[config.mk]
export PLATFORM = sky130hd
export DESIGN_NAME = bitserial_dpu
export DESIGN_NICKNAME = d
export VERILOG_FILES = /design/src/rtl/bitserial_dpu_pkg.sv /design/src/rtl/bitserial_dpu_ctrl.sv /design/src/rtl/bitserial_dpu_datapath.sv /design/src/rtl/bitserial_dpu.sv
export SDC_FILE = /design/constraint.sdc
export NUM_CORES = 1
export LEC_CHECK = 0
export CAP_MARGIN = 20
export CELL_PAD_IN_SITES_DETAIL_PLACEMENT = 1
export CELL_PAD_IN_SITES_GLOBAL_PLACEMENT = 1
export CORE_ASPECT_RATIO = 1.5
export CORE_MARGIN = 2
export CORE_UTILIZATION = 35
export DETAILED_ROUTE_END_ITERATION = 16
export DONT_BUFFER_PORTS = 1
export PLACE_DENSITY = 0.61
export RECOVER_POWER = 25
export SYNTH_ARGS = -nofsm -noshare
export SYNTH_HDL_FRONTEND = slang
export SYNTH_SLANG_ARGS = --single-unit
[constraint.sdc]
create_clock -name clk -period 4.6 [get_ports clk]
set_input_delay 0.46 -clock clk [delete_from_list [all_inputs] [get_ports clk]]
set_output_delay 0.46 -clock clk [all_outputs]
set_load 0.02 [all_outputs]
[src/rtl/bitserial_dpu_pkg.sv]
package bitserial_dpu_pkg;

  typedef enum logic [1:0] {
    ACC_KEEP   = 2'b00,
    ACC_ZERO   = 2'b01,
    ACC_DOUBLE = 2'b10
  } accMode_e;

  // Strobes from the control pipe to the datapath, aligned with the count.
  typedef struct packed {
    logic accEn;
    logic negate;
    logic zeroSel;
    logic shiftSel;
  } dpuStrb_t;

  function automatic int treeLevels(input int vecW);
    return $clog2((vecW + 2) / 3);
  endfunction

endpackage

[src/rtl/bitserial_dpu_ctrl.sv]
module bitserial_dpu_ctrl
  import bitserial_dpu_pkg::*;
#(
  parameter int PIPE_D = 5
) (
  input  logic       clk,
  input  logic       rstN,
  input  logic       inValid,
  input  logic       negate,
  input  logic [1:0] accMode,
  output dpuStrb_t   strbO
);

  typedef struct packed {
    logic vld;
    logic neg;
    logic [1:0] mode;
  } slot_t;

  slot_t pipeQ [PIPE_D];

  always_ff @(posedge clk or negedge rstN) begin
    if (!rstN) begin
      for (int s = 0; s < PIPE_D; s++) pipeQ[s] <= '0;
    end else begin
      pipeQ[0] <= '{vld: inValid, neg: negate, mode: accMode};
      for (int s = 1; s < PIPE_D; s++) pipeQ[s] <= pipeQ[s-1];
    end
  end

  always_comb begin
    strbO.accEn    = pipeQ[PIPE_D-1].vld;
    strbO.negate   = pipeQ[PIPE_D-1].neg;
    strbO.zeroSel  = pipeQ[PIPE_D-1].mode == ACC_ZERO;
    strbO.shiftSel = pipeQ[PIPE_D-1].mode == ACC_DOUBLE;
  end

  AST_MODE_EXCL: assert property (@(posedge clk) disable iff (!rstN) $onehot0({strbO.zeroSel, strbO.shiftSel}));

endmodule

[src/rtl/bitserial_dpu_datapath.sv]
module bitserial_dpu_datapath
  import bitserial_dpu_pkg::*;
#(
  parameter int VEC_W = 32,
  parameter int ACC_W = 32
) (
  input  logic             clk,
  input  logic             rstN,
  input  logic [VEC_W-1:0] lhsBits,
  input  logic [VEC_W-1:0] rhsBits,
  input  dpuStrb_t         strb,
  output logic             outValid,
  output logic [ACC_W-1:0] accOut
);

  localparam int NGRP  = (VEC_W + 2) / 3;
  localparam int LVLS  = treeLevels(VEC_W);
  localparam int NPAD  = 1 << LVLS;
  localparam int NODES = 2 * NPAD - 1;
  localparam int CNT_W = $clog2(VEC_W + 1);
  localparam int PAD_W = 3 * NPAD;

  function automatic int levelBase(input int lvl);
    return 2 * NPAD - ((2 * NPAD) >> lvl);
  endfunction

  // Fused AND and 3:2 pre-compression, one full adder per group of three.
  logic [PAD_W-1:0] prodBits;
  logic [1:0]       preCnt [NPAD];

  assign prodBits = PAD_W'(lhsBits & rhsBits);

  for (genvar g = 0; g < NPAD; g++) begin : gGrp
    logic x, y, z;
    assign x = prodBits[3*g];
    assign y = prodBits[3*g+1];
    assign z = prodBits[3*g+2];
    assign preCnt[g] = {(x & y) | (x & z) | (y & z), x ^ y ^ z};
  end

  // Registered reduction tree; level 0 holds the group counts.
  logic [CNT_W-1:0] nodeQ [NODES];
  logic [CNT_W-1:0] nodeD [NODES];

  always_comb begin
    for (int g = 0; g < NPAD; g++) nodeD[g] = CNT_W'(preCnt[g]);
    for (int l = 1; l <= LVLS; l++) begin
      for (int n = 0; n < (NPAD >> l); n++) begin
        nodeD[levelBase(l) + n] = nodeQ[levelBase(l-1) + 2*n]
                                + nodeQ[levelBase(l-1) + 2*n + 1];
      end
    end
  end

  always_ff @(posedge clk or negedge rstN) begin
    if (!rstN) begin
      for (int n = 0; n < NODES; n++) nodeQ[n] <= '0;
    end else begin
      nodeQ <= nodeD;
    end
  end

  // Accumulate: base is zero, old value, or old value doubled.
  logic [CNT_W-1:0] popCnt;
  logic [ACC_W-1:0] popExt, contrib, baseVal, accQ;
  logic             validQ;

  assign popCnt  = nodeQ[NODES-1];
  assign popExt  = ACC_W'(popCnt);
  assign contrib = strb.negate ? (~popExt + 1'b1) : popExt;
  assign baseVal = strb.zeroSel  ? '0 :
                   strb.shiftSel ? {accQ[ACC_W-2:0], 1'b0} : accQ;

  always_ff @(posedge clk or negedge rstN) begin
    if (!rstN) begin
      accQ   <= '0;
      validQ <= 1'b0;
    end else begin
      validQ <= strb.accEn;
      if (strb.accEn) accQ <= baseVal + contrib;
    end
  end

  assign outValid = validQ;
  assign accOut   = accQ;

  AST_POP_RANGE: assert property (@(posedge clk) disable iff (!rstN) popExt <= ACC_W'(VEC_W));
  AST_ZERO_START: assert property (@(posedge clk) disable iff (!rstN) strb.accEn && strb.zeroSel && !strb.negate |=> accQ == $past(popExt));
  AST_NEG_START: assert property (@(posedge clk) disable iff (!rstN) strb.accEn && strb.zeroSel && strb.negate |=> accQ + $past(popExt) == '0);
  AST_IDLE_HOLD: assert property (@(posedge clk) disable iff (!rstN) !strb.accEn |=> $stable(accQ) && !outValid);
  AST_SHIFT_STEP: assert property (@(posedge clk) disable iff (!rstN) strb.accEn && strb.shiftSel && !strb.negate |=> accQ == ($past(accQ) << 1) + $past(popExt));

endmodule

[src/rtl/bitserial_dpu.sv]
module bitserial_dpu
  import bitserial_dpu_pkg::*;
#(
  parameter int VEC_W = 32,
  parameter int ACC_W = 32
) (
  input  logic             clk,
  input  logic             rstN,
  input  logic             inValid,
  input  logic [VEC_W-1:0] lhsBits,
  input  logic [VEC_W-1:0] rhsBits,
  input  logic             negate,
  input  logic [1:0]       accMode,
  output logic             outValid,
  output logic [ACC_W-1:0] accOut
);

  localparam int PIPE_D = treeLevels(VEC_W) + 1;

  dpuStrb_t strb;

  bitserial_dpu_ctrl #(.PIPE_D(PIPE_D)) ctrl_i (
    .clk     (clk),
    .rstN    (rstN),
    .inValid (inValid),
    .negate  (negate),
    .accMode (accMode),
    .strbO   (strb)
  );

  bitserial_dpu_datapath #(.VEC_W(VEC_W), .ACC_W(ACC_W)) dp_i (
    .clk      (clk),
    .rstN     (rstN),
    .lhsBits  (lhsBits),
    .rhsBits  (rhsBits),
    .strb     (strb),
    .outValid (outValid),
    .accOut   (accOut)
  );

endmodule

==> results_dict.tcl, run 1 <==
set metrics [dict create \
    status "finished with violations" \
    violations "capacitance limit, slew limit" \
    drive_gt1_share_pct 10.1 \
    clk_path_buf_depth 2 \
    cts_sinks 119 \
    switching_share_pct 40.8 \
    cp-end-kind "register" \
    synth-adder-area-share_pct 15.3 \
    grt_max_degree 120 \
    comb_power_share_pct 41.8 \
    placementRows 64 \
    ys_seq_area_share_pct 41.1 \
    ios 103 \
    critPathKind "register to register" \
    min_to "ctrl_i.pipeQ[17]" \
    slew_viol_final 120 \
    synth_xor_xnor_area_share_pct 4.35 \
    fin_nets 867 \
    rsz0062_at_grt "false" \
    synth_top_family_by_area "compound AO/OA/AOI/OAI gates" \
    first_global_vias 5873 \
    p_leak_nw 3.79 \
    worstHoldPathCells 0 \
    hold_viol_final 0 \
    critPathBufInv 0 \
    fmax_mhz 259 \
    synthesis.area_um2 7250 \
    antenna_found_initial 0 \
    relSlewSlack_pct -100 \
    post-dp-hpwl_um 13600 \
    r2r_cells 13 \
    portBuffers 0 \
    clkPwrFrac_pct 25.7 \
    area_growth_pct 11.4 \
    postCtsSetupBuffers 0 \
    min_path_type "input port to register" \
    grt_usage_pct 17.7 \
    async_reset_ff_share_pct 100 \
    finalSetupViolCount 0 \
    grt_util_met3_pct 4.49 \
    tns_ns 0 \
    die_area_um2 21900 \
    power.internal_w 0.00330 \
    synth_top_area_cell "dfrtp_1" \
    slowest_stage "nor4_1" \
    synth_ff_type "dfrtp_1" \
    core_um2 20300 \
    synth-compound-area-share_pct 17.1 \
    p_sw_w 0.00227 \
    min_from "accMode[1]" \
    r2r_start "dp_i.popCnt[0]" \
    h-tree-depth 4 \
    reg2reg_slack_ns 0.74 \
    busiest_layer "met2" \
    grt_pass1_wl_um 29800 \
    holdWs_ns 0.0615 \
    cts_tree "done" \
    worst_setup_path_start_kind "register" \
    fin_worst_skew_ns 0.00786 \
    power_density_nw_per_um2 689 \
    start_util_pct 35.6 \
    place.gp.congestion 0.871 \
    cts_root_buf "clkbuf_16" \
    synthSimpleGateAreaFrac_pct 12.8 \
    layout_commonest_cell "dfrtp_1" \
    drtIter0Drc 227 \
    wl_per_cell_um 18.4 \
    power_frac_seq_pct 32.5 \
    antenna_left 0 \
    die_h_um 180 \
    cts_buffers 17 \
    met2_usage_pct 33.5 \
    synth.ff_latch_count 119 \
    routed_via_density 5.42 \
    max_cap_viol_count 1 \
    finalCritPeriodShare_pct 83.8 \
    cts_resized 0 \
    synthMuxAreaShare_pct 4.28 \
    path_clk_slew_ns 0.05 \
    crit_path_cell_trace "or2_2 -> nor4_1 -> ha_1 -> nand2_1 -> o21ai_0 -> ha_1 -> and3_1 -> a221o_1 -> o2bb2ai_1 -> a21boi_1 -> o21ai_0 -> xor2_1 -> mux2_2" \
    layout_common_cells "dfrtp_1 (118), a21oi_1 (74), nand2_1 (69), ha_1 (55), inv_1 (52)" \
    synth_nets 875 \
    cts-hold-fix-buffers 1 \
    drc 0 \
    worst_pin_slew_ns 3.01 \
    grt_overflow 0 \
    worstPathArrival_ns 4.16 \
    crit_fanout 6 \
    period_minus_slack_ns 3.86 \
    num_antenna_cells 0 \
    peakVddDrop_mv 0.295 \
    ys_top_cells_by_area "dfrtp_1 (41%), ha_1 (9.5%), fa_1 (5.8%)" \
    synth-edff-count 0 \
    syn_inst 729 \
    yosysTopAreaCellShare_pct 41.1 \
    first_pass_iters 4 \
    grt_use_met1_pct 18.1 \
    synthDistinctLibCells 59 \
    wirelength_um 18300 \
    crit_family "compound AO/OA/AOI/OAI gates" \
    vias 5408 \
    clock_latency_ns 0.43 \
    r2r_end "dp_i.accOut[24]" \
    die_w_um 121 \
    worstPathRequired_ns 4.91 \
    yosys_warnings 0 \
    cpPeakStageDelay_ns 0.41 \
    avgSynthCellArea_um2 9.94 \
]
## registers in the layout, summed over array words and instances, names as in the netlist
name / count
ctrl_i.pipeQ: 18
ctrl_i.strbO: 2
dp_i.accOut: 32
dp_i.nodeQ: 60
dp_i.outValid: 1
dp_i.popCnt: 6
## power groups by stage
stage | registers [W] | logic (W) | clock network, W
6_report | 0.00181 | 0.00233 | 0.00143
5_1_grt | 0.00186 | 0.00262 | 0.00152
4_1_cts | 0.00183 | 0.00236 | 0.00148
3_5_place_dp | 0.00184 | 0.00231 | 0
3_3_place_gp | 0.00183 | 0.00223 | 0
2_1_floorplan | 0.00171 | 0.00183 | 0
## cells in the mapped netlist, types with 2 or more instances
cell,instances
o21ai_0,23
nand2_1,69
o22ai_1,2
o311ai_0,2
mux2i_1,4
buf_6,4
o31a_1,3
o21bai_1,4
xor2_1,8
o21a_1,3
buf_1,2
nor3_1,7
o2111ai_1,4
o211ai_1,7
ha_1,55
and2_1,4
a31oi_1,6
a22oi_1,2
xnor2_1,28
o31ai_1,2
buf_4,5
nor2b_1,25
and3_1,3
a211o_1,3
dfrtp_1,119
nand2b_1,16
a21boi_0,3
nor2_1,45
nor4_1,3
a41oi_1,2
a21o_1,26
fa_1,21
clkbuf_1,20
or3_1,2
inv_1,52
nand3_1,6
nand4_1,10
a21oi_1,74
a21bo_2,6
mux2_2,24
or4_1,2
a211oi_1,6
## kinds of logic (layout without fill, tap and decap cells)
logic type / after synthesis / after routing
AND/OR/NAND/NOR: 196 / 196
AO/OA/AOI/OAI: 190 / 190
flip-flops: 119 / 119
buffers and inverters: 84 / 89
adder cells (fa/ha/maj): 76 / 76
XOR/XNOR: 36 / 36
multiplexers: 28 / 28
## area by class of cell
class,instances,area (um2)
multi-input cells,526,3900
fillers,2276,12300
clock inverters,12,174
flip-flops and latches,119,2980
repair buffers,5,35.0
clock buffers,20,457
inverters,52,195
well taps,264,330
## worst max path at each step
stage                    start         endpoint  slack, ns  depth (start not counted)
6_report        dp_i.popCnt[0]  dp_i.accOut[24]       0.74                         13
3_3_place_gp    dp_i.popCnt[0]  dp_i.accOut[30]       0.88                         13
5_1_grt         dp_i.popCnt[1]  dp_i.accOut[24]       0.51                         13
2_1_floorplan  ctrl_i.pipeQ[0]  dp_i.accOut[24]       1.24                         13
4_1_cts         dp_i.popCnt[1]  dp_i.accOut[30]       0.76                         13
3_5_place_dp    dp_i.popCnt[1]  dp_i.accOut[30]       0.78                         13
## routing by layer
metal / wire (um) / vias up
li1: - / 2518
met1: 6880 / 2713
met2: 10100 / 146
met3: 916 / 31
met4: 480 / 0
met5: 0 / -
## through the flow
| stage | setup slack, ns | util (%) | total power [W] | std cells | cell area, um2 |
|---|---|---|---|---|---|
| 2_1_floorplan | 1.24 | - | 0.00354 | 729 | 7250 |
| 3_3_place_gp | 0.881 | 36.6 | 0.00405 | 965 | 7440 |
| 3_5_place_dp | 0.775 | 36.6 | 0.00415 | 965 | 7440 |
| 4_1_cts | 0.763 | 39.8 | 0.00566 | 998 | 8100 |
| 5_1_grt | 0.506 | 39.7 | 0.00600 | 998 | 8070 |
| 6_report | 0.744 | 39.7 | 0.00556 | 998 | 8070 |
(Power assumes the default switching activity.)
==> run 2: changes to the inputs <==
--- a/config.mk
+++ b/config.mk
@@ -5,6 +5,7 @@
 export SDC_FILE = /design/constraint.sdc
 export NUM_CORES = 1
 export LEC_CHECK = 0
+export ABC_AREA = 1
 export CAP_MARGIN = 20
 export CELL_PAD_IN_SITES_DETAIL_PLACEMENT = 1
 export CELL_PAD_IN_SITES_GLOBAL_PLACEMENT = 1
@@ -13,7 +14,7 @@
 export CORE_UTILIZATION = 35
 export DETAILED_ROUTE_END_ITERATION = 16
 export DONT_BUFFER_PORTS = 1
-export PLACE_DENSITY = 0.61
+export PLACE_DENSITY = 0.64
 export RECOVER_POWER = 25
 export SYNTH_ARGS = -nofsm -noshare
 export SYNTH_HDL_FRONTEND = slang
==> constraint.sdc (replaced) <==
create_clock -name clk -period 3.7 [get_ports clk]
set_input_delay 0.37 -clock clk [delete_from_list [all_inputs] [get_ports clk]]
set_output_delay 0.37 -clock clk [all_outputs]
set_load 0.02 [all_outputs]
==> run 2 against run 1 <==
Effect of this change: the run now ends clean; wire length up 15%; sequential power up 23%; global-route usage up 2.4 points; maximum frequency is 26% higher; first-iteration DRC count fell by 19%; register-to-register slack worse by 0.11 ns; critical path type unchanged; largest cell class unchanged; largest power group unchanged; highest routed layer unchanged.
==> results_dict.tcl, run 2 <==
set metrics [dict create \
    status "finished, final reports clean" \
    path_clk_slew_ns 0.06 \
    cts_sinks 119 \
    cts_resized 0 \
    clk_path_buf_depth 2 \
    start_util_pct 35.6 \
    min_from "rhsBits[30]" \
    synth-edff-count 0 \
    die_h_um 183 \
    first_pass_iters 4 \
    ys_seq_area_share_pct 39.8 \
    ios 103 \
    ys_top_cells_by_area "dfrtp_1 (40%), nand2_1 (15%), ha_1 (9.2%)" \
    grt_overflow 0 \
    place.gp.congestion 0.908 \
    async_reset_ff_share_pct 100 \
    finalSetupViolCount 0 \
    crit_fanout 24 \
    slew_viol_final 0 \
    drc 0 \
    cts_root_buf "clkbuf_16" \
    num_antenna_cells 0 \
    antenna_left 0 \
    max_cap_viol_count 0 \
    routed.top_layer "met4" \
    die_w_um 123 \
    hold_viol_final 0 \
    die_area_um2 22600 \
    cts-hold-fix-buffers 6 \
    synthesis.area_um2 7480 \
    ys_top_cells_by_count "nand2_1 (303), inv_1 (175), dfrtp_1 (119), nor2_1 (88), ha_1 (55)" \
    routed_via_density 4.77 \
    yosys_warnings 0 \
    r2r_end "dp_i.accOut[20]" \
    h-tree-depth 4 \
    fillers 2617 \
    first_global_vias 6425 \
    p_leak_nw 4.67 \
    grt_usage_pct 20.1 \
    r2r_cells 14 \
    synth_top_area_cell "dfrtp_1" \
    grt_max_degree 120 \
    fin_worst_skew_ns 0.00800 \
    cts_buffers 17 \
    met1_length_um 7770 \
    yosysMostFrequentCell "nand2_1" \
    relSlewSlack_pct 3.23 \
    yosysTopAreaCellShare_pct 39.8 \
    placedCellCount 1244 \
    layout_common_cells "nand2_1 (303), inv_1 (175), dfrtp_1 (119), nor2_1 (87), ha_1 (55)" \
    syn_inst 983 \
    cts_tree "done" \
    wirelength_um 21200 \
    post-dp-hpwl_um 16700 \
    multi_input_area_um2 3740 \
    finalNonFillerCells 1282 \
    period_minus_slack_ns 3.06 \
    critPathKind "register to register" \
    grt_pass1_wl_um 33500 \
    worst_pin_slew_ns 1.45 \
    tns_ns 0 \
    avgSynthCellArea_um2 7.61 \
    wl_per_cell_um 16.5 \
    area_growth_pct 12.5 \
    worstPathRequired_ns 3.95 \
    synthDistinctLibCells 31 \
    register_area_um2 2980 \
    antenna_found_initial 0 \
    r2r_start "ctrl_i.pipeQ[0]" \
    synth_ff_type "dfrtp_1" \
    min_to "dp_i.nodeQ[120]" \
    layout_commonest_cell "nand2_1" \
    synth_nets 1129 \
    min_path_type "input port to register" \
    power_density_nw_per_um2 817 \
    peakVddDrop_mv 0.339 \
    worst_setup_path_start_kind "register" \
    worstPathArrival_ns 3.32 \
    synth.ff_latch_count 119 \
    portBuffers 0 \
    drive_gt1_share_pct 6.31 \
    postCtsSetupBuffers 0 \
    finalCritPeriodShare_pct 82.8 \
    largest_register_ffs 60 \
    dr_wl_met3_um 680 \
    placementRows 65 \
    fmax_mhz 326 \
    top_register "dp_i.nodeQ" \
    fin_nets 1147 \
    drtIter0Drc 185 \
    cp-end-kind "register" \
    wl_met2_um 12100 \
    clock_latency_ns 0.43 \
    vias 6112 \
    worstHoldPathCells 3 \
    rsz0062_at_grt "false" \
    holdWs_ns 0.172 \
    core_um2 21000 \
    reg2reg_slack_ns 0.64 \
]
[run 2: power breakdown]
part | total, W | internal (W) | leakage, nW | switching, W
logic | 0.00313 | 0.00110 | 2.94 | 0.00203
clock network | 0.00153 | 0.000874 | 0.259 | 0.000652
registers | 0.00222 | 0.00167 | 1.46 | 0.000550
[run 2: worst max-delay path by stage]
stage	start	end	slack, ns	depth (start not counted)
final	ctrl_i.pipeQ[0]	dp_i.accOut[20]	0.64	14
after global placement	ctrl_i.pipeQ[0]	dp_i.accOut[28]	0.68	13
after global routing	ctrl_i.pipeQ[0]	dp_i.accOut[20]	0.36	14
after CTS	ctrl_i.pipeQ[0]	dp_i.accOut[20]	0.63	13
after floorplan	ctrl_i.pipeQ[0]	dp_i.accOut[28]	1.31	14
after detailed placement	ctrl_i.pipeQ[0]	dp_i.accOut[20]	0.66	13
[run 2: kinds of logic (layout without fill, tap and decap cells)]
kind of cell / count (synthesis) / after routing / share of synthesized area [%]
flip-flops: 119 / 119 / 39.8
AND/OR/NAND/NOR: 469 / 469 / 25.6
AO/OA/AOI/OAI: 99 / 99 / 6.83
adder cells (fa/ha/maj): 76 / 76 / 14.8
buffers and inverters: 196 / 227 / 10.2
XOR/XNOR: 24 / 24 / 2.81
[run 2: layer usage]
metal  vias up  GRT usage (%)
li1       3044              -
met1      2915           20.4
met2       119           38.8
met3        34           3.48
met4         0           8.86
met5         -              0
[run 2: layout make-up]
class	count	share of cell area (%)
Clock buffer	18	5.22
Clock inverter	14	1.22
Tap cell	268	3.98
Timing Repair Buffer	15	1.68
Inverter	180	8.03
Multi-Input combinational cell	668	44.5
Sequential cell	119	35.4
[run 2: per-stage QoR]
step	power, W	setup WS (ns)	cell area (um2)	util (%)
5_1_grt	0.00752	0.360	8420	40.1
3_5_place_dp	0.00540	0.656	7800	37.2
3_3_place_gp	0.00534	0.684	7800	37.2
6_report	0.00687	0.636	8420	40.1
4_1_cts	0.00702	0.630	8420	40.1
2_1_floorplan	0.00439	1.31	7480	-
[run 2: critical path, cell delays in order (launching register included)]
cell     delay [ns]
dfrtp_1        0.40
nor2_2         0.44
inv_1          0.08
buf_4          0.25
nor2_1         0.12
nor2_1         0.07
ha_1           0.36
nand2_1        0.12
inv_1          0.05
a21oi_1        0.35
nand3_2        0.24
nand2_1        0.14
nand3_1        0.08
nand3_1        0.08
o21ai_1        0.10
